`config.mk`:
```
export PLATFORM = sky130hd
export DESIGN_NAME = ecc_check_injector
export DESIGN_NICKNAME = d
export VERILOG_FILES = /design/src/rtl/ecc_inj_pkg.sv /design/src/rtl/inj_pattern_gen.sv /design/src/rtl/inj_ctrl.sv /design/src/rtl/inj_datapath.sv /design/src/rtl/ecc_check_injector.sv
export SDC_FILE = /design/constraint.sdc
export NUM_CORES = 1
export LEC_CHECK = 0
export ABC_AREA = 1
export BUFFER_PORTS_ARGS = -buffer_cell sky130_fd_sc_hd__clkbuf_2
export CAP_MARGIN = 20
export CELL_PAD_IN_SITES_DETAIL_PLACEMENT = 0
export CELL_PAD_IN_SITES_GLOBAL_PLACEMENT = 2
export CORE_MARGIN = 5
export CORE_UTILIZATION = 24
export CTS_BUF_LIST = sky130_fd_sc_hd__clkbuf_8
export CTS_CLUSTER_DIAMETER = 80
export DETAILED_ROUTE_END_ITERATION = 10
export PLACE_DENSITY_LB_ADDON = 0.2
export SYNTH_ARGS = -nofsm -noshare
export SYNTH_HDL_FRONTEND = slang
export SYNTH_SLANG_ARGS = --single-unit
```
`constraint.sdc`:
```
create_clock -name clk -period 2.04 [get_ports clk]
set_clock_uncertainty 0.05 [all_clocks]
set_input_delay 0.51 -clock clk [delete_from_list [all_inputs] [get_ports clk]]
set_output_delay 0.51 -clock clk [all_outputs]
set_load 0.02 [all_outputs]
```
`src/rtl/ecc_inj_pkg.sv`:
```
package ecc_inj_pkg;

  localparam int REG_W     = 32;
  localparam int PAT_LSB   = 16;
  localparam int WB_BIT    = 24;
  localparam int ARM_BIT   = 8;
  localparam int BUSY_BIT  = 0;

  localparam logic [1:0] ADDR_CTRL = 2'd0;
  localparam logic [1:0] ADDR_STAT = 2'd1;
  localparam logic [1:0] ADDR_PICK = 2'd2;

  // selection word fields
  localparam int PICK_IDX_W   = 8;
  localparam int PICK_LOC_BIT = 8;
  localparam int PICK_UE_BIT  = 9;
  localparam int PICK_ARM_BIT = 10;
  localparam int PICK_W       = 11;

  localparam logic [7:0] UNCORR_PATTERN = 8'h03;

  // Strobes from control to datapath for one cycle
  typedef struct packed {
    logic       take;
    logic       inject;
    logic [7:0] mask;
  } beatStrobe_t;

  // Column idx of a Hsiao-style check matrix: weight-3 codes ascending,
  // then weight-5 codes ascending.
  function automatic logic [7:0] checkColumn(input int unsigned idx);
    int unsigned seen;
    logic [7:0]  res;
    seen = 0;
    res  = '0;
    for (int w = 3; w <= 5; w += 2) begin
      for (int v = 0; v < 256; v++) begin
        if ($countones(8'(v)) == w) begin
          if (seen == idx) res = 8'(v);
          seen++;
        end
      end
    end
    return res;
  endfunction

endpackage

```
`src/rtl/inj_pattern_gen.sv`:
```
module inj_pattern_gen
  import ecc_inj_pkg::*;
#(
  parameter int DATA_W = 64,
  parameter int CHK_W  = 8
) (
  input  logic [PICK_W-1:0] pickWord,
  output logic              pickOk,
  output logic [CHK_W-1:0]  pickPattern,
  output logic              pickWbEn,
  output logic              pickArm
);

  localparam int IDX_W  = $clog2(DATA_W);
  localparam int CIDX_W = $clog2(CHK_W);

  logic [CHK_W-1:0] colTable [DATA_W];

  for (genvar g = 0; g < DATA_W; g++) begin : g_col
    assign colTable[g] = CHK_W'(checkColumn(g));
  end

  logic [PICK_IDX_W-1:0] idx;
  logic                  onCheck;
  logic                  uncorr;

  assign idx     = pickWord[PICK_IDX_W-1:0];
  assign onCheck = pickWord[PICK_LOC_BIT];
  assign uncorr  = pickWord[PICK_UE_BIT];
  assign pickArm = pickWord[PICK_ARM_BIT];

  always_comb begin
    pickOk      = 1'b0;
    pickPattern = '0;
    pickWbEn    = 1'b0;
    if (uncorr) begin
      pickOk      = 1'b1;
      pickPattern = CHK_W'(UNCORR_PATTERN);
      pickWbEn    = 1'b0;
    end else if (onCheck) begin
      pickOk      = (32'(idx) < CHK_W);
      pickPattern = CHK_W'(1) << idx[CIDX_W-1:0];
      pickWbEn    = 1'b1;
    end else begin
      pickOk      = (32'(idx) < DATA_W);
      pickPattern = colTable[idx[IDX_W-1:0]];
      pickWbEn    = 1'b1;
    end
  end

endmodule

```
`src/rtl/inj_ctrl.sv`:
```
module inj_ctrl
  import ecc_inj_pkg::*;
#(
  parameter int CHK_W = 8
) (
  input  logic             clk,
  input  logic             rstN,
  input  logic             regWrEn,
  input  logic [1:0]       regAddr,
  input  logic [REG_W-1:0] regWrData,
  output logic [REG_W-1:0] regRdData,
  input  logic             inValid,
  input  logic             stageValid,
  input  logic             pickOk,
  input  logic [CHK_W-1:0] pickPattern,
  input  logic             pickWbEn,
  input  logic             pickArm,
  output beatStrobe_t      strobe,
  output logic             wbEnOut
);

  logic [CHK_W-1:0] patternQ;
  logic             wbEnQ;
  logic             forceQ;
  logic             ctrlWr;
  logic             pickWr;
  logic             busy;
  logic             unusedWrBits;

  assign unusedWrBits = ^{regWrData[REG_W-1:WB_BIT+1],
                          regWrData[PAT_LSB-1:ARM_BIT+1],
                          regWrData[ARM_BIT-1:0]};

  assign ctrlWr = regWrEn && (regAddr == ADDR_CTRL);
  assign pickWr = regWrEn && (regAddr == ADDR_PICK) && pickOk;
  assign busy   = inValid || stageValid;

  always_ff @(posedge clk) begin
    if (!rstN) begin
      patternQ <= '0;
      wbEnQ    <= 1'b0;
      forceQ   <= 1'b0;
    end else if (ctrlWr) begin
      patternQ <= regWrData[PAT_LSB +: CHK_W];
      wbEnQ    <= regWrData[WB_BIT];
      forceQ   <= regWrData[ARM_BIT];
    end else if (pickWr) begin
      patternQ <= pickPattern;
      wbEnQ    <= pickWbEn;
      forceQ   <= pickArm || (forceQ && !inValid);
    end else if (inValid && forceQ) begin
      forceQ   <= 1'b0;
    end
  end

  always_comb begin
    strobe        = '0;
    strobe.take   = inValid;
    strobe.inject = inValid && forceQ;
    strobe.mask   = 8'(patternQ);
  end

  always_comb begin
    regRdData = '0;
    case (regAddr)
      ADDR_CTRL: begin
        regRdData[PAT_LSB +: CHK_W] = patternQ;
        regRdData[WB_BIT]           = wbEnQ;
        regRdData[ARM_BIT]          = forceQ;
      end
      ADDR_STAT: regRdData[BUSY_BIT] = busy;
      default:   regRdData = '0;
    endcase
  end

  assign wbEnOut = wbEnQ;

endmodule

```
`src/rtl/inj_datapath.sv`:
```
module inj_datapath
  import ecc_inj_pkg::*;
#(
  parameter int DATA_W = 64,
  parameter int CHK_W  = 8,
  parameter int ADDR_W = 32
) (
  input  logic              clk,
  input  logic              rstN,
  input  beatStrobe_t       strobe,
  input  logic [ADDR_W-1:0] inAddr,
  input  logic [DATA_W-1:0] inData,
  input  logic [CHK_W-1:0]  inCheck,
  output logic              memValid,
  output logic [ADDR_W-1:0] memAddr,
  output logic [DATA_W-1:0] memData,
  output logic [CHK_W-1:0]  memCheck
);

  logic [CHK_W-1:0] xorMask;

  assign xorMask = strobe.inject ? strobe.mask[CHK_W-1:0] : '0;

  always_ff @(posedge clk) begin
    if (!rstN) begin
      memValid <= 1'b0;
      memAddr  <= '0;
      memData  <= '0;
      memCheck <= '0;
    end else begin
      memValid <= strobe.take;
      if (strobe.take) begin
        memAddr  <= inAddr;
        memData  <= inData;
        memCheck <= inCheck ^ xorMask;
      end
    end
  end

endmodule

```
`src/rtl/ecc_check_injector.sv`:
```
module ecc_check_injector
  import ecc_inj_pkg::*;
#(
  parameter int DATA_W = 64,
  parameter int CHK_W  = 8,
  parameter int ADDR_W = 32
) (
  input  logic              clk,
  input  logic              rstN,
  input  logic              regWrEn,
  input  logic [1:0]        regAddr,
  input  logic [31:0]       regWrData,
  output logic [31:0]       regRdData,
  input  logic              inValid,
  input  logic [ADDR_W-1:0] inAddr,
  input  logic [DATA_W-1:0] inData,
  input  logic [CHK_W-1:0]  inCheck,
  output logic              memValid,
  output logic [ADDR_W-1:0] memAddr,
  output logic [DATA_W-1:0] memData,
  output logic [CHK_W-1:0]  memCheck,
  output logic              corrWritebackEn
);

  beatStrobe_t      strobe;
  logic             pickOk;
  logic [CHK_W-1:0] pickPattern;
  logic             pickWbEn;
  logic             pickArm;

  inj_pattern_gen #(.DATA_W(DATA_W), .CHK_W(CHK_W)) patI (
    .pickWord    (regWrData[PICK_W-1:0]),
    .pickOk      (pickOk),
    .pickPattern (pickPattern),
    .pickWbEn    (pickWbEn),
    .pickArm     (pickArm)
  );

  inj_ctrl #(.CHK_W(CHK_W)) ctrlI (
    .clk         (clk),
    .rstN        (rstN),
    .regWrEn     (regWrEn),
    .regAddr     (regAddr),
    .regWrData   (regWrData),
    .regRdData   (regRdData),
    .inValid     (inValid),
    .stageValid  (memValid),
    .pickOk      (pickOk),
    .pickPattern (pickPattern),
    .pickWbEn    (pickWbEn),
    .pickArm     (pickArm),
    .strobe      (strobe),
    .wbEnOut     (corrWritebackEn)
  );

  inj_datapath #(.DATA_W(DATA_W), .CHK_W(CHK_W), .ADDR_W(ADDR_W)) dpI (
    .clk      (clk),
    .rstN     (rstN),
    .strobe   (strobe),
    .inAddr   (inAddr),
    .inData   (inData),
    .inCheck  (inCheck),
    .memValid (memValid),
    .memAddr  (memAddr),
    .memData  (memData),
    .memCheck (memCheck)
  );

endmodule

```
# --- After elaboration in Yosys (flattened, before gate mapping) ---
# Memories as Yosys holds them, arrays and structs flattened.
# Index checks and enable logic that the tools add are counted.
# W data, S select, Z words.
totals:
  out_inout_bits: 138
  mem_bits_ro: 512
  word_cells: 45
  n_memories: 1
  regBits: 115
classes:
  reduce_logical: 11
  n_mux: 18
  shifts: 1
  n_eq_ne: 2
  magnitude_cmp: 3
  bitwise_logic: 2
mem_list:
  columns: ["name", "words", "width", "rd", "rd_clocked_by_memory_dff", "write_ports", "line", "rtl"]
  rows:
  - ["(no name shown)", 64, 8, 1, 0, 0, "inj_pattern_gen.sv:46", "pickPattern = colTable[idx[IDX_W-1:0]];"]
op_table:
  columns: ["op", "count"]
  rows:
  - ["$mux W8", 7]
  - ["$mux W1", 10]
  - ["$mux W9", 1]
  - ["$lt A8 B4 Y1 const B", 1]
  - ["$lt A8 B7 Y1 const B", 1]
  - ["$shl A1 B3 Y8 const A", 1]
  - ["$xor A8 B8 Y8", 1]
  - ["$ge A7 B7 Y1 const B", 1]
  - ["$not A6 Y7", 1]
  - ["$logic_and A1 B1 Y1", 5]
  - ["$reduce_bool A3 Y1", 1]
  - ["$eq A2 B1 Y1 const B", 1]
  - ["$eq A2 B2 Y1 const B", 1]
  - ["$logic_not A2 Y1", 1]
  - ["$logic_or A1 B1 Y1", 2]
  - ["$reduce_bool A2 Y1", 1]
  - ["$logic_not A1 Y1", 1]

# --- Depth between registers and ports, before layout ---
# Gate-level depths: netlist of the first run.
logic_depth:
  ltp_word: 8
  ltp_mapped: 13
  depth_no_buf: 12

# --- Cells and area by module ---
# Synthesis of the first run repeated with hierarchy kept, for this count alone.
unflattened:
  cells_unflattened: 829
  hier_area_um2: 5647.9
modules_own_cells:
  columns: ["mod", "cells_per_inst", "instances", "area_each_um2"]
  rows:
  - ["inj_datapath", 487, 1, 3782.4]
  - ["inj_pattern_gen", 197, 1, 1019.7]
  - ["inj_ctrl", 145, 1, 845.8]

# --- Least setup slack after synthesis of the first run ---
# No wires, ideal clock.
synth_timing:
  kind: "in2out"
  startpoint: "input port inValid"
  endpoint: "output port regRdData[0]"
  path_slack_ns: 0.043
  path_buffers: 2
  cell_stages: 4
  t_arrival_ns: 1.437
  cell_sequence: "buf_2 > clkbuf_1 > nor2_1 > nor3_1"
synth_via:
  elab_chain_len: 2
synth_lines:
  columns: ["element", "line", "rtl"]
  rows:
  - ["start: declaration", "ecc_check_injector.sv:14", "input logic inValid,"]
  - ["$logic_or A1 B1 Y1", "inj_ctrl.sv:36", "assign busy = inValid || stageValid;"]
  - ["$mux W1", "inj_ctrl.sv:65", "case (regAddr)"]
  - ["end: declaration", "ecc_check_injector.sv:13", "output logic [31:0] regRdData,"]
# Every way passes these cells.

# --- Final worst setup path of the first run ---
layout_timing:
  startpoint: "register ctrlI.patternQ[5]"
  endpoint: "output port regRdData[21]"
layout_via:
  elab_chain_len: 1
layout_lines:
  columns: ["element", "line", "rtl"]
  rows:
  - ["start: declaration", "inj_ctrl.sv:22", "logic [CHK_W-1:0] patternQ;"]
  - ["start signal: assignment", "inj_ctrl.sv:44", "patternQ <= regWrData[PAT_LSB +: CHK_W];"]
  - ["start signal: assignment", "inj_ctrl.sv:48", "patternQ <= pickPattern;"]
  - ["$mux W9", "inj_ctrl.sv:65", null]
# Every way passes these cells.

==> results by group, run 1 <==
STA
  • Final period utilization: 0.8553
  • Hold Vio Cnt, Final: 0
  • Fmax achieved: 0.5731 GHz
  • RSZ-0062 raised after global routing: false
  • Pins Over Slew Limit: 0
  • Setup ws final: 0.2952 ns
  • Final setup vio count: 0
  • Sum of negative setup slack: 0 ns
  • Final worst path period need: 1.745 ns

Die
  • Die width: 160.7 um
  • Boundary Pins: 280
  • Die area: 25,830 um2
  • Placement Rows: 55
  • Core ar.: 22,500 um2
  • Die Height: 160.7 um
  • Initial core utilization: 0.2423

CTS
  • Post_cts resized: 0
  • Clock root cell: clkbuf_8
  • Clock sinks: 115
  • Hold buffers post-CTS: 0
  • Clock Path Buffers: 2
  • Clk slew on worst S/H paths: 0.09 ns
  • Skew-Pair Late Insertion Delay: 0.44 ns
  • CTS tree: built
  • H-Tree Depth: 4
  • Num CTS Buffers: 17
  • Post-CTS Setup Bufs: 0

Synthesis
  • Flops & latches, synth: 115
  • Syn Area/Cell: 6.953 um2
  • Yosys warns: 0
  • Syn Std Cell Area: 5451 um2
  • Sequential area share after synthesis: 0.4223
  • Post-Synthesis Cells: 784
  • Asr flop ratio synth: 0
  • Unique cell type count in the Yosys netlist: 31
  • EDFF count, synth: 0
  • Most used DFF post-synth: dfxtp_1

Pwr
  • Maximum vdd drop: 276.1 uV
  • PwrDens: 759.2 nW/um2
  • LEAKAGE: 3.711 nW

Layout
  • Final Net Count: 1,183
  • Footprint of the multi-input gates: 2669 um2
  • Fin util: 0.3283
  • Fill cells: 2,539
  • Layout cells sized above 1: 0.3174
  • Area Overhead vs Synth: 35.51%
  • Fin area: 7387 um2
  • FF+latch area: 2302 um2

Placement
  • PortBufs: 246
  • RD Place Congestion: 0.7777
  • Dpl ws: 0.03181 ns
  • Hpwl dp: 14,880 um
  • Post-place instance area: 7015 um2

Detailed routing
  • Via-to-Cell Ratio: 4.277
  • DR WL/cell: 15.11 um
  • Post-detailed-route count of antenna-violating nets: 0
  • 1st-iter DRT viols: 268
  • Residual DRC: 0
  • Via count: 5,684
  • Number of iterations in the first detailed-routing pass: 4
  • Total length of routed wires: 20,080 um

Critical path
  • CP top delay family: flip-flops
  • CP Cell Sequence: inv_1 > nor2_1 > clkbuf_2
  • Buf/Inv on CP: 2
  • Crit path max-delay cell type: dfxtp_1
  • Kind of critical path: register to primary output
  • Reg2Reg Depth: 5
  • Crit. End Element: primary output
  • Startpoint Class: register
  • Crit Path Max Fanout: 3
  • Worst EP arrival: 1.18 ns
  • Levels on crit path: 3
  • Worst path max stage delay: 0.40 ns
  • Worst Path Required: 1.48 ns

Run status
  • Outcome: complete, no violations

Global routing
  • Pin count of the biggest net entering global routing: 79
  • First-pass GRT wire length: 31,740 um
  • Gr ovfl total: 0
  • Vias in the first global route: 5,761
  • GRT Total Usage: 0.1534
  • Initial antenna violation count: 1

Min path
  • Hold Crit Depth: 3
  • Hold Crit Class: primary input to register

Flow run
  • Max cap viols: 0
registers in the layout (all words and copies together) (netlist names):
signal and count:
dpI.memData 64, dpI.memAddr 32, ctrlI.patternQ 8, dpI.memCheck 8, ctrlI.forceQ 1, ctrlI.wbEnOut 1
dpI.memValid 1
stage by stage:
stage | instances | power [mW] | hold WS, ns
final | 1329 | 5.608 | 0.2343
after floorplan | 804 | 3.203 | 0.4242
after detailed placement | 1296 | 3.644 | 0.4314
after CTS | 1328 | 5.738 | 0.1894
after global routing | 1329 | 5.960 | 0.1968
after global placement | 1296 | 3.648 | 0.4206
final timing paths:
path                                   startpoint  slack, ns               to
worst min-delay path                   inData[39]       0.23  dpI.memData[39]
worst max register to register       ctrlI.forceQ       1.00     ctrlI.forceQ
worst max-delay path            ctrlI.patternQ[5]       0.30    regRdData[21]
worst min register to register    dpI.memData[28]       0.45  dpI.memData[28]
layout by cell type, fill, tap and decap left out, drive strengths merged, types with 21 or more instances in the layout:
cell / count
buf: 32
a21oi: 31
dfxtp: 115
clkbuf: 263
o21ai: 119
inv: 47
conb: 21
nand2: 97
nand3: 47
nor2: 235
worst reg2reg max path, stage by stage, from the launching register on:
cell	delay (ns)
dfxtp_1	0.31
buf_4	0.17
a21oi_1	0.16
nor2_1	0.06
a21oi_1	0.11
a21oi_1	0.07
final cells by class:
class / instances / area share
well taps: 285 / 0.04827
diodes: 1 / 0.0003388
multi-input cells: 577 / 0.3613
clock inverters: 14 / 0.01643
repair buffers: 277 / 0.2066
clock buffers: 18 / 0.03354
inverters: 42 / 0.02185
flip-flops and latches: 115 / 0.3117
power by group:
group          leakage (nW)  total, mW  internal (mW)  switching (mW)
registers             0.955       2.47           2.40          0.0720
logic                  2.58       1.11          0.390           0.716
clock network         0.178       2.03          0.911            1.12
total                  3.71       5.61           3.70            1.91
metal layers:
| layer | vias to the layer above | routed length (um) | track usage |
|---|---|---|---|
| met5 | - | 0 | 0 |
| met2 | 177 | 9394 | 0.2544 |
| li1 | 2962 | - | - |
| met4 | 0 | 346 | 0.04808 |
| met1 | 2526 | 9186 | 0.1950 |
| met3 | 19 | 1152 | 0.04131 |
kinds of logic after synthesis:
family                   after synthesis  synth area share
AO/OA/AOI/OAI                        154            0.1439
XOR/XNOR                               8           0.01285
adder cells (fa/ha/maj)               11           0.02525
buffers and inverters                112            0.1019
flip-flops                           115            0.4223
other                                  1         0.0006879
AND/OR/NAND/NOR                      383            0.2931
cells in the mapped netlist, types with 3 or more instances:
library cell,number,area share
nand2_2,4,0.0046
xor2_1,8,0.013
o21ai_0,116,0.11
nand3_1,45,0.041
inv_1,33,0.023
inv_2,7,0.0048
clkbuf_1,28,0.019
nor2_1,233,0.16
nand2_1,89,0.061
nand2_4,3,0.0062
buf_4,27,0.037
o21ai_1,3,0.0028
a21oi_1,30,0.028
ha_1,11,0.025
dfxtp_1,115,0.42
buf_2,12,0.011
Power figures use the tool's default switching activity.
==> run 2, diff against run 1 <==
Settings changed: CORE_ASPECT_RATIO set to 1.2.
==> run 2 against run 1 <==
Net effect:
- sequential share of layout area fell by 0.27 points
- die area barely moved
- clock-buffer cell count fell by 1
- sequential power barely moved
- utilization rose by 0.48 points
- first-iteration DRC count fell by 24%
- non-clock buffer count fell by 1
- critical path depth rose by 1
- hold slack improved by 0.0087 ns
- maximum frequency fell by 0.23%
- total power rose by 5.7%
- highest routed layer unchanged
==> results by group, run 2 (synthesis gave the netlist of run 1 again) <==
Run status
  • Outcome: complete, no violations

CTS
  • Clock root cell: clkbuf_8
  • Hold buffers post-CTS: 0
  • Skew-Pair Late Insertion Delay: 0.43 ns
  • Clock sinks: 115
  • Post-CTS Setup Bufs: 0
  • CTS tree: built
  • Num CTS Buffers: 17
  • Post_cts resized: 0
  • Clk slew on worst S/H paths: 0.08 ns
  • H-Tree Depth: 4
  • Clock Path Buffers: 2

STA
  • Pins Over Slew Limit: 0
  • RSZ-0062 raised after global routing: false
  • Final period utilization: 0.8572
  • Min Hold Slack: 0.2431 ns
  • Fmax achieved: 0.5718 GHz
  • Final worst path period need: 1.749 ns
  • Final setup vio count: 0
  • Hold Vio Cnt, Final: 0
  • Setup ws final: 0.2912 ns
  • Sum of negative setup slack: 0 ns

Global routing
  • GRT Total Usage: 0.1519
  • Initial antenna violation count: 0
  • Pin count of the biggest net entering global routing: 76
  • First-pass GRT wire length: 31,170 um
  • Vias in the first global route: 5,531
  • Gr ovfl total: 0

Detailed routing
  • Number of iterations in the first detailed-routing pass: 5
  • Via count: 5,612
  • Residual DRC: 0
  • Via-to-Cell Ratio: 4.248
  • Post-detailed-route count of antenna-violating nets: 0
  • Met1 WL: 8668 um
  • Met2 routed WL: 9930 um
  • Met3 wire length: 1167 um
  • Total length of routed wires: 20,010 um
  • 1st-iter DRT viols: 204
  • Highest metal used: met4
  • DR WL/cell: 15.15 um

Placement
  • Hpwl dp: 15,460 um
  • RD Place Congestion: 0.7931
  • Dpl ws: 0.007485 ns
  • PortBufs: 246
  • Post-place instance area: 7012 um2
  • Dpl cells: 1,289

Min path
  • Hold Crit Class: primary input to register
  • Hold Crit Depth: 3
  • Worst Hold End: dpI.memAddr[12]
  • Hold_sp: inAddr[12]

Layout
  • Top flop regs: dpI.memData: 64 flops, dpI.memAddr: 32 flops
  • Most frequent cells in the layout: clkbuf_2, nor2_1, o21ai_0, dfxtp_1, nand2_1
  • Largest register FFs: 64
  • Final Net Count: 1,182
  • Fin area: 7451 um2
  • Fin util: 0.3331
  • Diode count: 0
  • Reg with most FFs: dpI.memData
  • Area Overhead vs Synth: 36.68%
  • Layout Cells excl Fill: 1,321
  • Commonest non-fill, non-tap cell in the layout: clkbuf_2
  • Layout cells sized above 1: 0.3157

Pwr
  • PwrDens: 795.8 nW/um2
  • Sw power: 1.798 mW
  • Clock Power Share: 0.397
  • Design Power: 5.930 mW
  • Reg power frac: 0.416
  • Internal: 4.132 mW
  • Combinational Power Share: 0.187
  • LEAKAGE: 3.750 nW
  • Maximum vdd drop: 364.5 uV
  • Switching share of power: 0.3032

Critical path
  • Startpoint Class: primary input
  • Worst Path Required: 1.48 ns
  • Crit Path Max Fanout: 6
  • Reg2Reg Setup Slack: 1.00 ns
  • Reg2Reg Depth: 5
  • Reg-to-reg endpoint: ctrlI.forceQ
  • Kind of critical path: primary input to primary output
  • Reg-to-reg startpoint: ctrlI.forceQ
  • Crit. End Element: primary output
  • Worst EP arrival: 1.19 ns

Die
  • Initial core utilization: 0.2437
  • Placement Rows: 60
  • Core ar.: 22,370 um2
  • Die area: 25,840 um2
  • Die Height: 175.1 um
  • Die width: 147.6 um
  • Boundary Pins: 280

Flow run
  • Max cap viols: 0
-- run 2: critical path: stages --
cell,delay [ns]
buf_2,0.23
nor2_1,0.11
nor3_1,0.14
clkbuf_2,0.19
-- run 2: power by group through the flow --
stage | logic, mW | registers (mW) | clock network, mW
floorplan | 0.509 | 2.69 | 0
global placement | 1.13 | 2.52 | 0
detailed placement | 1.13 | 2.52 | 0
CTS | 1.13 | 2.47 | 2.44
global route | 1.24 | 2.49 | 2.55
finish | 1.11 | 2.47 | 2.35
-- run 2: worst max-delay path by stage --
stage | from | endpoint | slack [ns] | cells past startpoint
finish | inValid | regRdData[0] | 0.29 | 4
global route | ctrlI.patternQ[2] | regRdData[18] | 0.19 | 3
global placement | regWrData[1] | ctrlI.patternQ[0] | 0.02 | 10
detailed placement | regWrData[1] | ctrlI.patternQ[0] | 0.007 | 10
CTS | inValid | regRdData[0] | 0.25 | 4
floorplan | inValid | regRdData[0] | 0.04 | 4
-- run 2: area by class of cell --
class                      count  area (um2)
fill                        2528       14920
multi-input combinational    577        2669
sequential                   115        2302
timing repair buffer         276        1531
tap                          279       349.1
clock buffer                  17       234.0
clock inverter                15       205.2
inverter                      42       160.2
-- run 2: layer usage --
layer	up-vias	GRT usage
met5	-	0
met3	15	0.03787
li1	2965	-
met1	2453	0.1876
met4	0	0.03924
met2	179	0.2636
==> run 3, diff against run 2 <==
==> constraint.sdc (replaced) <==
create_clock -name clk -period 2.04 [get_ports clk]
set_clock_uncertainty 0.05 [all_clocks]
set_input_delay 0.306 -clock clk [delete_from_list [all_inputs] [get_ports clk]]
set_output_delay 0.306 -clock clk [all_outputs]
set_load 0.02 [all_outputs]
==> run 3 against run 2 <==
Net effect:
- sequential share of layout area grew 0.86 points
- non-clock buffer count is 14 lower
- highest routed layer unchanged
- cell count fell by 1.1%
- final area decreased by 2.7%
- total power is 6.4% lower
- maximum frequency rose by 3.4%
- largest power group unchanged
- via count increased by 0.53%
- hold slack got worse by 0.20 ns
- utilization down 0.91 points
- combinational power about the same
==> results by group, run 3 (synthesis gave the netlist of run 1 again) <==
Layout
  • FF+latch area: 2302 um2
  • Final Net Count: 1,168
  • Largest register FFs: 64
  • Fill cells: 2,528
  • Most frequent cells in the layout: clkbuf_2, nor2_1, o21ai_0, dfxtp_1, nand2_1
  • Area Overhead vs Synth: 32.96%
  • Reg with most FFs: dpI.memData
  • Diode count: 0
  • Layout Cells excl Fill: 1,306
  • Commonest non-fill, non-tap cell in the layout: clkbuf_2
  • Footprint of the multi-input gates: 2669 um2
  • Layout cells sized above 1: 0.3067
  • Top flop regs: dpI.memData: 64 flops, dpI.memAddr: 32 flops

Critical path
  • Startpoint Class: register
  • Kind of critical path: register to primary output
  • Reg2Reg Setup Slack: 0.94 ns
  • Critical path launch point: ctrlI.forceQ
  • Crit Path Max Fanout: 11
  • Worst Path Required: 1.68 ns
  • Worst EP arrival: 1.33 ns
  • Reg-to-reg startpoint: ctrlI.forceQ
  • Reg-to-reg endpoint: dpI.memCheck[3]
  • Reg2Reg Depth: 3
  • Crit. End Element: primary output

Global routing
  • Initial antenna violation count: 0
  • First-pass GRT wire length: 31,070 um
  • GRT Total Usage: 0.1519
  • Vias in the first global route: 5,568
  • Gr ovfl total: 0
  • Pin count of the biggest net entering global routing: 87

Placement
  • RD Place Congestion: 0.7726
  • Dpl cells: 1,275
  • Hpwl dp: 15,190 um
  • Dpl ws: 0.2347 ns
  • PortBufs: 246

CTS
  • Hold buffers post-CTS: 0
  • H-Tree Depth: 4
  • Post_cts resized: 0
  • Num CTS Buffers: 17
  • Clk slew on worst S/H paths: 0.08 ns
  • CTS tree: built
  • Skew-Pair Late Insertion Delay: 0.43 ns
  • Post-CTS Setup Bufs: 0
  • Clock sinks: 115
  • Clock Path Buffers: 2
  • Clock root cell: clkbuf_8

STA
  • Hold Vio Cnt, Final: 0
  • RSZ-0062 raised after global routing: false
  • Final worst path period need: 1.691 ns
  • Sum of negative setup slack: 0 ns
  • Min Hold Slack: 0.03876 ns
  • Final period utilization: 0.8289
  • Setup ws final: 0.3491 ns
  • Final setup vio count: 0
  • Pins Over Slew Limit: 0
  • Fmax achieved: 0.5914 GHz

Pwr
  • LEAKAGE: 3.639 nW
  • PwrDens: 766.1 nW/um2
  • Maximum vdd drop: 293.8 uV

Die
  • Die width: 147.6 um
  • Initial core utilization: 0.2437
  • Die Height: 175.1 um
  • Die area: 25,840 um2
  • Boundary Pins: 280
  • Core ar.: 22,370 um2
  • Placement Rows: 60

Detailed routing
  • Number of iterations in the first detailed-routing pass: 4
  • Via count: 5,642
  • Residual DRC: 0
  • DR WL/cell: 15.27 um
  • Via-to-Cell Ratio: 4.320
  • 1st-iter DRT viols: 209
  • Post-detailed-route count of antenna-violating nets: 0
  • Total length of routed wires: 19,950 um

Min path
  • Worst Hold End: dpI.memData[50]
  • Hold Crit Depth: 3
  • Hold_sp: inData[50]
  • Hold Crit Class: primary input to register

Run status
  • Outcome: complete, no violations

Flow run
  • Max cap viols: 0
==> run 3: cell types whose count changed in the layout (fill, tap and decap cells not counted), sizes merged <==
| cell | delta |
|---|---|
| clkinv | +3 |
| inv | -1 |
| buf | -14 |
| bufinv | -3 |
==> run 3: worst max-delay path: stages (launching register included) <==
cell	delay [ns]
dfxtp_1	0.55
inv_1	0.07
nor2_1	0.11
clkbuf_2	0.18
==> run 3: metal layers <==
layer	track usage	vias to the layer above	wire length (um)
met5	0	-	0
met4	0.03497	0	197
met3	0.03735	11	1017
met2	0.2680	152	9946
met1	0.1860	2553	8784
li1	-	2926	-
==> run 3: stage by stage <==
| stage | power (mW) | cell area [um2] | util |
|---|---|---|---|
| floorplan | 3.203 | 5527 | - |
| global placement | 3.626 | 6882 | 0.3076 |
| detailed placement | 3.620 | 6882 | 0.3076 |
| CTS | 5.658 | 7248 | 0.3240 |
| global route | 5.876 | 7248 | 0.3240 |
| finish | 5.553 | 7248 | 0.3240 |
==> run 3: power breakdown <==
group | switching (mW) | leakage [nW] | total (mW) | internal, mW
registers | 0.0712 | 0.955 | 2.47 | 2.40
logic | 0.712 | 2.50 | 1.08 | 0.370
clock network | 1.03 | 0.184 | 2.00 | 0.971
==> run 3: cell type report <==
type / count / share of cell area
clock buffers: 17 / 0.03228
clock inverters: 14 / 0.01830
inverters: 42 / 0.02210
multi-input cells: 577 / 0.3682
flip-flops and latches: 115 / 0.3176
well taps: 279 / 0.04816
repair buffers: 262 / 0.1933
==> run 3: how the worst max path moves through the flow <==
stage	endpoint	slack, ns	depth (start not counted)
floorplan	regRdData[0]	0.45	4
global placement	ctrlI.patternQ[2]	0.16	13
detailed placement	ctrlI.patternQ[2]	0.23	13
CTS	regRdData[8]	0.29	3
global route	regRdData[8]	0.21	3
finish	regRdData[8]	0.35	3
